==> src/rtl/sd_rd_pkg.sv <==
package sd_rd_pkg;
  localparam logic [3:0] ADDR_MODE_A = 4'd0;
  localparam logic [3:0] ADDR_STATUS = 4'd1;
  localparam logic [3:0] ADDR_HALF   = 4'd2;
  localparam logic [3:0] ADDR_MODE_B = 4'd3;
  localparam logic [3:0] ADDR_LEN    = 4'd4;
  localparam logic [3:0] ADDR_CNT16  = 4'd5;
  localparam logic [3:0] ADDR_CNT32  = 4'd6;
  localparam logic [3:0] ADDR_WORD   = 4'd7;
  localparam logic [3:0] ADDR_START  = 4'd8;

  typedef struct packed {
    logic clearAll;
    logic takeByte;
    logic packWide;
    logic popWord;
    logic popHalf;
  } dpStrobe_t;
endpackage

==> src/rtl/sd_rd_datapath.sv <==
module sd_rd_datapath
  import sd_rd_pkg::*;
#(
  parameter int MAX_BLOCK_BYTES = 512,
  localparam int FIFO_WORDS = MAX_BLOCK_BYTES / 4,
  localparam int PTR_W = $clog2(FIFO_WORDS),
  localparam int LVL_W = PTR_W + 1
) (
  input  logic             clk,
  input  logic             rstN,
  input  dpStrobe_t        strobe,
  input  logic [7:0]       byteIn,
  output logic [31:0]      headWord,
  output logic [15:0]      halfWord,
  output logic             halfFull,
  output logic [LVL_W-1:0] fifoLevel
);
  logic [31:0]      mem [FIFO_WORDS];
  logic [PTR_W-1:0] wrPtr, rdPtr;
  logic [1:0]       byteSel;
  logic [23:0]      packLow;
  logic             halfLow;
  logic             wrEn;

  assign wrEn     = !strobe.clearAll && strobe.takeByte && strobe.packWide && (byteSel == 2'd3);
  assign headWord = mem[rdPtr];

  function automatic logic [PTR_W-1:0] nextPtr(input logic [PTR_W-1:0] p);
    return (p == PTR_W'(FIFO_WORDS - 1)) ? '0 : p + PTR_W'(1);
  endfunction

  always_ff @(posedge clk) begin
    if (wrEn) mem[wrPtr] <= {byteIn, packLow};
  end

  always_ff @(posedge clk or negedge rstN) begin
    if (!rstN) begin
      wrPtr <= '0; rdPtr <= '0; fifoLevel <= '0;
      byteSel <= '0; packLow <= '0;
    end else if (strobe.clearAll) begin
      wrPtr <= '0; rdPtr <= '0; fifoLevel <= '0; byteSel <= '0;
    end else begin
      if (strobe.takeByte && strobe.packWide) begin
        if (byteSel != 2'd3) packLow[{byteSel, 3'b000} +: 8] <= byteIn;
        byteSel <= byteSel + 2'd1;
      end
      if (wrEn) wrPtr <= nextPtr(wrPtr);
      if (strobe.popWord) rdPtr <= nextPtr(rdPtr);
      case ({wrEn, strobe.popWord})
        2'b10:   fifoLevel <= fifoLevel + LVL_W'(1);
        2'b01:   fifoLevel <= fifoLevel - LVL_W'(1);
        default: fifoLevel <= fifoLevel;
      endcase
    end
  end

  always_ff @(posedge clk or negedge rstN) begin
    if (!rstN) begin
      halfWord <= '0; halfLow <= 1'b0; halfFull <= 1'b0;
    end else if (strobe.clearAll || strobe.popHalf) begin
      halfLow <= 1'b0; halfFull <= 1'b0;
    end else if (strobe.takeByte && !strobe.packWide) begin
      if (!halfLow) begin
        halfWord[7:0] <= byteIn;
        halfLow <= 1'b1;
      end else begin
        halfWord[15:8] <= byteIn;
        halfFull <= 1'b1;
      end
    end
  end
endmodule

==> src/rtl/sd_rd_ctrl.sv <==
module sd_rd_ctrl
  import sd_rd_pkg::*;
#(
  parameter int MAX_BLOCK_BYTES = 512,
  parameter int CNT_W = 16,
  localparam int LEN_W = $clog2(MAX_BLOCK_BYTES) + 1,
  localparam int LVL_W = $clog2(MAX_BLOCK_BYTES / 4) + 1
) (
  input  logic             clk,
  input  logic             rstN,
  input  logic [3:0]       regAddr,
  input  logic             regWr,
  input  logic [31:0]      regWrData,
  input  logic             regRd,
  output logic [31:0]      regRdData,
  output logic             regWait,
  input  logic             inValid,
  output logic             inReady,
  input  logic [31:0]      headWord,
  input  logic [15:0]      halfWord,
  input  logic             halfFull,
  input  logic [LVL_W-1:0] fifoLevel,
  output dpStrobe_t        strobe,
  output logic             cmdBusy,
  output logic             dataEnd,
  output logic             fifoPending,
  output logic             xferWide,
  output logic [CNT_W-1:0] blkCnt32
);
  logic             modeA, modeB, rxReady, fifoReady, blockHeld;
  logic [LEN_W-1:0] blkLen, byteCnt, halfCnt;
  logic [CNT_W-1:0] blkCnt16, remain16;
  logic startHit, take, lastByte, fill, wordRd, drain, halfAsk, halfRd, lastHalf;
  logic ackHit, rxSet, endSet;
  logic unusedWrBits;

  assign unusedWrBits = ^regWrData;
  assign startHit = regWr && (regAddr == ADDR_START);
  assign ackHit   = regWr && (regAddr == ADDR_STATUS);
  assign inReady  = cmdBusy && (xferWide ? !blockHeld : !halfFull);
  assign take     = inValid && inReady;
  assign lastByte = (byteCnt == blkLen - LEN_W'(1));
  assign fill     = take && xferWide && lastByte;
  assign wordRd   = regRd && (regAddr == ADDR_WORD) && xferWide && fifoPending && (fifoLevel != '0);
  assign drain    = wordRd && (fifoLevel == LVL_W'(1));
  assign halfAsk  = regRd && (regAddr == ADDR_HALF) && cmdBusy && !xferWide;
  assign regWait  = halfAsk && !halfFull;
  assign halfRd   = halfAsk && halfFull;
  assign lastHalf = (halfCnt == (blkLen >> 1) - LEN_W'(1));
  assign rxSet    = (take && !xferWide && (byteCnt == '0)) ||
                    (fill && (blkCnt32 > CNT_W'(1)));
  assign endSet   = (fill && (blkCnt32 <= CNT_W'(1))) ||
                    (halfRd && lastHalf && (remain16 <= CNT_W'(1)));

  always_comb begin
    strobe.clearAll = startHit;
    strobe.takeByte = take;
    strobe.packWide = xferWide;
    strobe.popWord  = wordRd;
    strobe.popHalf  = halfRd;
  end

  // configuration registers
  always_ff @(posedge clk or negedge rstN) begin
    if (!rstN) begin
      modeA <= 1'b0; modeB <= 1'b0;
      blkLen <= LEN_W'(MAX_BLOCK_BYTES);
      blkCnt16 <= '0; blkCnt32 <= '0;
    end else begin
      if (regWr && regAddr == ADDR_MODE_A) modeA <= regWrData[1];
      if (regWr && regAddr == ADDR_MODE_B) modeB <= regWrData[1];
      if (regWr && regAddr == ADDR_LEN)    blkLen <= regWrData[LEN_W-1:0];
      if (regWr && regAddr == ADDR_CNT16)  blkCnt16 <= regWrData[CNT_W-1:0];
      if (regWr && regAddr == ADDR_CNT32)  blkCnt32 <= regWrData[CNT_W-1:0];
      else if (drain && cmdBusy)           blkCnt32 <= blkCnt32 - CNT_W'(1);
    end
  end

  // sticky flags: a set in the same cycle wins over an acknowledge
  always_ff @(posedge clk or negedge rstN) begin
    if (!rstN) begin
      rxReady <= 1'b0; dataEnd <= 1'b0;
    end else begin
      rxReady <= rxSet  || (rxReady && !(ackHit && regWrData[0]));
      dataEnd <= endSet || (dataEnd && !(ackHit && regWrData[2]));
    end
  end

  // transfer sequencing
  always_ff @(posedge clk or negedge rstN) begin
    if (!rstN) begin
      cmdBusy <= 1'b0; xferWide <= 1'b0; blockHeld <= 1'b0;
      fifoReady <= 1'b0; fifoPending <= 1'b0;
      byteCnt <= '0; halfCnt <= '0; remain16 <= '0;
    end else if (startHit) begin
      cmdBusy <= 1'b1; xferWide <= modeA && modeB; blockHeld <= 1'b0;
      fifoReady <= 1'b0; fifoPending <= 1'b0;
      byteCnt <= '0; halfCnt <= '0; remain16 <= blkCnt16;
    end else begin
      if (take) byteCnt <= lastByte ? '0 : byteCnt + LEN_W'(1);
      if (fill) begin
        blockHeld <= 1'b1; fifoReady <= 1'b1; fifoPending <= 1'b1;
        if (blkCnt32 <= CNT_W'(1)) cmdBusy <= 1'b0;
      end
      if (wordRd) begin
        fifoReady <= 1'b0;
        if (drain) begin
          fifoPending <= 1'b0; blockHeld <= 1'b0;
        end
      end
      if (halfRd) begin
        halfCnt <= lastHalf ? '0 : halfCnt + LEN_W'(1);
        if (lastHalf) begin
          if (remain16 <= CNT_W'(1)) cmdBusy <= 1'b0;
          else remain16 <= remain16 - CNT_W'(1);
        end
      end
    end
  end

  always_comb begin
    regRdData = '0;
    case (regAddr)
      ADDR_MODE_A: regRdData[1] = modeA;
      ADDR_STATUS: begin
        regRdData[0]  = rxReady;
        regRdData[2]  = dataEnd;
        regRdData[29] = !cmdBusy;
        regRdData[30] = cmdBusy;
      end
      ADDR_HALF:   regRdData = 32'(halfWord);
      ADDR_MODE_B: begin
        regRdData[1] = modeB;
        regRdData[8] = fifoReady;
        regRdData[9] = fifoPending;
      end
      ADDR_LEN:    regRdData = 32'(blkLen);
      ADDR_CNT16:  regRdData = 32'(blkCnt16);
      ADDR_CNT32:  regRdData = 32'(blkCnt32);
      ADDR_WORD:   regRdData = headWord;
      default:     regRdData = '0;
    endcase
  end
endmodule

==> src/rtl/sd_read_path.sv <==
module sd_read_path
  import sd_rd_pkg::*;
#(
  parameter int MAX_BLOCK_BYTES = 512,
  parameter int CNT_W = 16,
  localparam int LVL_W = $clog2(MAX_BLOCK_BYTES / 4) + 1
) (
  input  logic        clk,
  input  logic        rstN,
  input  logic [3:0]  regAddr,
  input  logic        regWr,
  input  logic [31:0] regWrData,
  input  logic        regRd,
  output logic [31:0] regRdData,
  output logic        regWait,
  input  logic [7:0]  byteIn,
  input  logic        inValid,
  output logic        inReady
);
  dpStrobe_t        strobe;
  logic [31:0]      headWord;
  logic [15:0]      halfWord;
  logic             halfFull;
  logic [LVL_W-1:0] fifoLevel;
  logic             cmdBusy, dataEnd, fifoPending, xferWide;
  logic [CNT_W-1:0] blkCnt32;

  sd_rd_datapath #(.MAX_BLOCK_BYTES(MAX_BLOCK_BYTES)) u_dp (
    .clk(clk), .rstN(rstN), .strobe(strobe), .byteIn(byteIn),
    .headWord(headWord), .halfWord(halfWord), .halfFull(halfFull), .fifoLevel(fifoLevel)
  );

  sd_rd_ctrl #(.MAX_BLOCK_BYTES(MAX_BLOCK_BYTES), .CNT_W(CNT_W)) u_ctrl (
    .clk(clk), .rstN(rstN), .regAddr(regAddr), .regWr(regWr), .regWrData(regWrData),
    .regRd(regRd), .regRdData(regRdData), .regWait(regWait),
    .inValid(inValid), .inReady(inReady),
    .headWord(headWord), .halfWord(halfWord), .halfFull(halfFull), .fifoLevel(fifoLevel),
    .strobe(strobe), .cmdBusy(cmdBusy), .dataEnd(dataEnd), .fifoPending(fifoPending),
    .xferWide(xferWide), .blkCnt32(blkCnt32)
  );
endmodule

==> config.mk <==
export PLATFORM = sky130hd
export DESIGN_NAME = sd_read_path
export DESIGN_NICKNAME = d
export VERILOG_FILES = /design/src/rtl/sd_rd_pkg.sv /design/src/rtl/sd_rd_datapath.sv /design/src/rtl/sd_rd_ctrl.sv /design/src/rtl/sd_read_path.sv
export SDC_FILE = /design/constraint.sdc
export NUM_CORES = 2
export LEC_CHECK = 0
export BUFFER_PORTS_ARGS = -buffer_cell sky130_fd_sc_hd__clkbuf_2
export CAP_MARGIN = 5
export CORE_MARGIN = 2
export CORE_UTILIZATION = 50
export DETAILED_ROUTE_END_ITERATION = 12
export HOLD_SLACK_MARGIN = 0.1
export PLACE_DENSITY = 0.65
export SETUP_SLACK_MARGIN = 0.1
export SYNTH_ARGS = -nofsm -noshare
export SYNTH_HDL_FRONTEND = slang
export SYNTH_HIERARCHICAL = 1
export SYNTH_SLANG_ARGS = --single-unit
==> constraint.sdc <==
create_clock -name clk -period 5.5 [get_ports clk]
set_clock_uncertainty 0.1 [all_clocks]
set_input_delay 0.275 -clock clk [delete_from_list [all_inputs] [get_ports clk]]
set_output_delay 0.275 -clock clk [all_outputs]
set_load 0.1 [all_outputs]
* Word-level counts from Yosys, hierarchy flattened
Memories as Yosys holds them, arrays and structs flattened. Index checks and enable logic that the tools add are counted.
Operators by class: add/sub/neg operators 12, order comparisons 3, eq/ne operators 18, shift operators 2, multiplexer cells 56, bitwise operators 3, reduce and logical (&&, ||, !) cells 67
Operators with widths (number):
- $mux W16 | 6
- $pmux W19 S4 | 1
- $mux W10 | 6
- $mux W7 | 6
- $logic_and A1 B1 Y1 | 36
- $le A16 B1 Y1 const B | 2
- $sub A16 B1 Y16 const B | 2
- $mux W1 | 26
- $pmux W5 S5 | 1
- $bwmux W24 | 1
- $shift A8 B7 Y24 const A | 1
- $shiftx A8 B7 Y24 | 1
- $add A10 B1 Y10 const B | 2
- $eq A10 B10 Y1 | 2
- $reduce_bool A2 Y1 | 9
- $eq A4 B3 Y1 const B | 4
- $gt A16 B1 Y1 const B | 1
- $pmux W8 S2 | 1
- $add A7 B1 Y7 const B | 2
- $eq A7 B7 Y1 const B | 2
- $pmux W1 S6 | 2
- $pmux W2 S6 | 1
- $reduce_and A3 Y1 | 4
- $logic_not A10 Y1 | 1
- 25 further kinds | 41
Storage, ports and cells: register bits 153, RAM bits 4096, input bits 49, memories 1
Memory list:
- u_dp.mem | words 128, bits a word 32, rd ports 1, clocked after Yosys merged registers in 0, wr ports 1, line sd_rd_datapath.sv:18 | logic [31:0] mem [FIFO_WORDS];

* Logic depth before layout (Yosys ltp)
word-level depth 11, depth in mapped cells 17, gate-level depth less buffers 14

* By module
The synthesis kept the hierarchy.
Modules (own cells, without submodules):
- sd_rd_datapath | instances 1, cells an instance 7445, area an instance 161063.2 µm²
- sd_rd_ctrl | instances 1, cells an instance 619, area an instance 5626.6 µm²

* Worst setup path after synthesis
No wires, ideal clock.
path type register to register, start register u_dp.halfFull, end memory u_dp.mem[127][0], enable pin, library setup time 0.421 ns, data arrival time 5.915 ns, required time 4.979 ns, setup slack -0.937 ns, cell stages (with the launch flop) 11, buffers on the path 3, period minus slack after synthesis 6.437 ns, cells stage by stage dfrtp_1 nor2b_1 a211oi_1 nand2_1 clkinv_1 buf_4 nand4b_1 or2_2 clkbuf_1 clkbuf_1 nor2_1
Between the ends: word-level cells in the longest chain between the ends 9
Ends and longest elaborated chain:
- from (decl) | line sd_rd_datapath.sv:15 | output logic halfFull,
- from (signal assigned) | line sd_rd_datapath.sv:59 | halfWord <= '0; halfLow <= 1'b0; halfFull <= 1'b0;
- from (signal assigned) | line sd_rd_datapath.sv:61 | halfLow <= 1'b0; halfFull <= 1'b0;
- from (signal assigned) | line sd_rd_datapath.sv:68 | halfFull <= 1'b1;
- $logic_not A1 Y1 | line sd_rd_ctrl.sv:40 | assign inReady = cmdBusy && (xferWide ? !blockHeld : !halfFull);
- $mux W1 | line sd_rd_ctrl.sv:40
- $logic_and A1 B1 Y1 | line sd_rd_ctrl.sv:40
- named net inReady | line sd_read_path.sv:18 | output logic inReady
- $logic_and A1 B1 Y1 | line sd_rd_ctrl.sv:41 | assign take = inValid && inReady;
- named net u_ctrl.take | line sd_rd_ctrl.sv:33 | logic startHit, take, lastByte, fill, wordRd, drain, halfAsk, halfRd, lastHalf;
- $logic_and A1 B1 Y1 (3 in a row) | line sd_rd_datapath.sv:25 | assign wrEn = !strobe.clearAll && strobe.takeByte && strobe.packWide && (byteSel == 2'd3);
- $mux W1 | line sd_rd_datapath.sv:33 | if (wrEn) mem[wrPtr] <= {byteIn, packLow};
- $mux W1 (implied by the code) | line sd_rd_datapath.sv:33
- to (decl) | line sd_rd_datapath.sv:18
The timed path passes the listed nets, and every way through them passes these cells.

* Worst setup path in the final report
start register u_dp.rdPtr[1], end output regRdData[3]
Between the ends: word-level cells in the longest chain between the ends 2
Ends and longest elaborated chain:
- from (decl) | line sd_rd_datapath.sv:19 | logic [PTR_W-1:0] wrPtr, rdPtr;
- from (signal assigned) | line sd_rd_datapath.sv:48 | if (strobe.popWord) rdPtr <= nextPtr(rdPtr);
- $mem_v2 Z128 W32
- named net headWord[3] | line sd_read_path.sv:21 | logic [31:0] headWord;
- $pmux W5 S5 | line sd_rd_ctrl.sv:123 | case (regAddr)
- to (decl) | line sd_read_path.sv:14 | output logic [31:0] regRdData,
The timed path passes the listed nets, and every way through them passes these cells.

==> metrics <==
RSZ-0062 raised after global routing true; Multi-input gate area 38,000 sq um; Post-Synthesis Net Count between 8,000 and 9,000; status finished clean; worst hold path type in -> reg; clk slew on worst S/H paths 0.07 ns; Num CTS Buffers roughly 420; vias in the first global route around 86,000; final RePlAce weighted congestion slightly below 0.9; Reg2Reg Depth 12; sequential power share 52.1%; Final Hold Vio Count 0; Critical Path Fanout Max 96; Leakage approximately 57 nW; Max Root-Sink Buffers 4; DR iter-0 viols 13,700; HPWL after DPL 280,000 um; Max-slew headroom 15.1%; register area between 100,000 and 150,000 sq um; Placeable Area 333,000 sq um; Pwr per Cell Area 363 nW/um^2; Post-synth EDFFs 4,096; vias per inst 6.57; Port Buf Inserts between 60 and 70; first-pass GRT wire length 665,000 um; min-delay src regWr; final setup violation count 0; Comb pwr share 6.7%; Final Instance Count excl. Fillers between 10,000 and 15,000; Syn Inst Count 8,064; antenna violations before repair 34; final net count approximately 8,700; CTS H-tree lvls 5; P&R area growth vs syn 14.5%; fmax 184 MHz; routed length on met3 57,600 um; Peak supply drop about 260 uV; Die Ht 581 um; latest clock arrival within the worst-skew pair 0.98 ns; Psw around 16 mW; WS Path Type reg -> out; chip width 581 um; Top Layer Used met5; TritonRoute pass-1 iters 6; Mapped Area ~170,000 sq um; largest net degree at the start of global routing 109; clock sinks 4,249; WP data arrival 5.06 ns; fillers between 20,000 and 25,000; WHS Path Cells 5; Yosys Warn Count 6; Seq cells post-synth 4,249; Via Count 88,000; Setup crit start u_dp/rdPtr[1]; Distinct cells, synth 91; Routed Wire Length 480,000 um; clock power share between 40% and 50%; Max-Cap Viols 0; Final ANT Viol Nets 0; final period utilization 98.8%; Residual DRC 0; I/O pin cnt 83; total global-route track usage 28.1%; WL met1 roughly 180,000 um; grt total ovfl 0; share of layout cells above drive strength 1 25.9%; Reg2Reg Launch Point u_ctrl/xferWide; wire per inst approximately 36 um; Total Neg Setup Slack 0 ns; Rows 212; DIE AREA ~340,000 sq um; Final Power 69.3 mW; post-layout util 57.4%; internal power 53.4 mW; Final Slew Violations 0; Critical Path RT 5.12 ns; Hold Slack 0.209 ns; crit start category flip-flop; Clock Tree Root clkbuf_16; routed length on met2 222,000 um; Sw Ratio a little under a quarter; Final Critical Period 5.43 ns; sequential share of the synthesized area about three quarters; CTS tree built; mean post-synth cell area 20.7 sq um; Worst-Margin Slew 1.27 ns; Synth Flop Type edfxtp_1; Critical Path End Type primary output; initial core utilization 50.1%; async set or reset register ratio after synthesis 3.60%; Placed Cells incl. Taps 12,500
-- cell usage in the layout, fill, tap and decap left out, types with 20 or more instances in the layout --
cell           count
o21ai_0          225
a21oi_1          219
clkbuf_2          25
bufinv_16         50
mux2i_1          592
clkinv_1          88
nor2_1           145
buf_4            431
xor2_1            24
nand2_1          235
mux4_2           832
edfxtp_1        4096
mux2_2            59
nand3_1           51
nor3_1            27
clkbuf_1          84
o221ai_1         129
clkbuf_16        422
clkinv_2          66
dfrtp_4           29
nor2_4           131
mux4_1            20
ha_1              21
xnor2_1           36
dlygate4sd3_1     55
a22oi_1           42
buf_12           110
a31oi_1           33
clkinvlp_4        25
dfrtp_1          121
a221oi_1         123
-- state kept, by name, summed over array words and instances (netlist names), 2 cells and up --
register	count
u_ctrl/blkCnt16	16
u_ctrl/blkCnt32	16
u_ctrl/blkLen	10
u_ctrl/byteCnt	10
u_ctrl/halfCnt	10
u_ctrl/remain16	16
u_dp/byteSel	2
u_dp/fifoLevel	8
u_dp/halfWord	16
u_dp/mem	4096
u_dp/packLow	24
u_dp/rdPtr	7
u_dp/wrPtr	7
-- repair_timing --
item / CTS / global route
hold endpoints to repair: 705 / 0
cloned: 2 / 3
setup endpoints to repair: 32 / 17
gates resized for setup: 57 / 29
pin swaps: 3 / 0
hold buffers: 56 / 0
buffers inserted: 21 / 0
-- synth_stat cells, types with 43 or more instances --
cell	instances	area, sq um
o221ai_1	132	1160
o21ai_0	238	1190
edfxtp_1	4096	123000
mux2_2	59	664
a221oi_1	127	1110
nand2_1	241	905
mux4_2	832	18700
buf_4	75	563
nand3_1	56	280
nor2_1	282	1060
a22oi_1	43	323
buf_2	120	601
mux2i_1	598	5990
clkbuf_1	162	608
dfrtp_1	152	3800
a21oi_1	227	1140
-- worst paths after layout --
kind	to	slack, ns
worst max-delay path	regRdData[3]	0.07
worst min-delay path	u_ctrl/dataEnd	0.21
worst max register to register	u_dp/mem[14][24]	1.05
worst min register to register	u_ctrl/fifoReady	0.40
max in group asynchronous	u_dp/packLow[16]	4.34
min in group asynchronous	u_ctrl/blkLen[9]	0.27
-- worst max-delay path: stages, from the launching register on --
cell and delay [ns]:
dfrtp_4 0.67, buf_4 0.20, buf_12 0.11, buf_16 0.39
mux4_2 0.58, o21ai_0 0.22, o221ai_1 0.17, o21ai_0 0.13
buf_4 0.19, o311ai_1 0.25, a21boi_4 0.28, a222oi_1 0.28
nand2_1 0.18, buf_12 0.21
-- power by group through the flow --
stage	clock, mW	combinational (mW)	sequential (mW)
5_1_grt	30.1	4.75	36.1
4_1_cts	28.9	4.50	36.1
2_1_floorplan	0	2.06	36.6
3_5_place_dp	0	4.39	36.8
3_3_place_gp	0	4.33	36.7
6_report	28.6	4.62	36.1
-- per-stage QoR --
stage / setup WS [ns] / area [sq um]
2_1_floorplan: 0.210 / 167000
3_3_place_gp: 0.365 / 176000
3_5_place_dp: 0.394 / 176000
4_1_cts: 0.0543 / 191000
5_1_grt: 0.00223 / 191000
6_report: 0.0684 / 191000
-- cells by family after synthesis --
| group | Yosys count | share of synthesized area (%) |
|---|---|---|
| flip-flops | 4249 | 76.1 |
| AO/OA/AOI/OAI | 957 | 3.84 |
| AND/OR/NAND/NOR | 774 | 2.13 |
| adder cells (fa/ha/maj) | 21 | 0.158 |
| multiplexers | 1509 | 15.5 |
| XOR/XNOR | 60 | 0.315 |
| buffers and inverters | 494 | 1.93 |
-- metal layers --
layer,track usage (%),vias up
li1,-,34900
met2,43.5,5445
met5,0,-
met3,6.43,819
met1,39.2,46900
met4,10.4,14
-- cell type report --
type,instances,share of cell area (%)
clock inverters,258,1.45
diodes,10,0.0131
flip-flops and latches,4249,66.5
repair buffers,645,3.47
clock buffers,506,5.68
multi-input cells,3321,19.9
well taps,4387,2.88
inverters,27,0.0682
(Power assumes the default switching activity.)
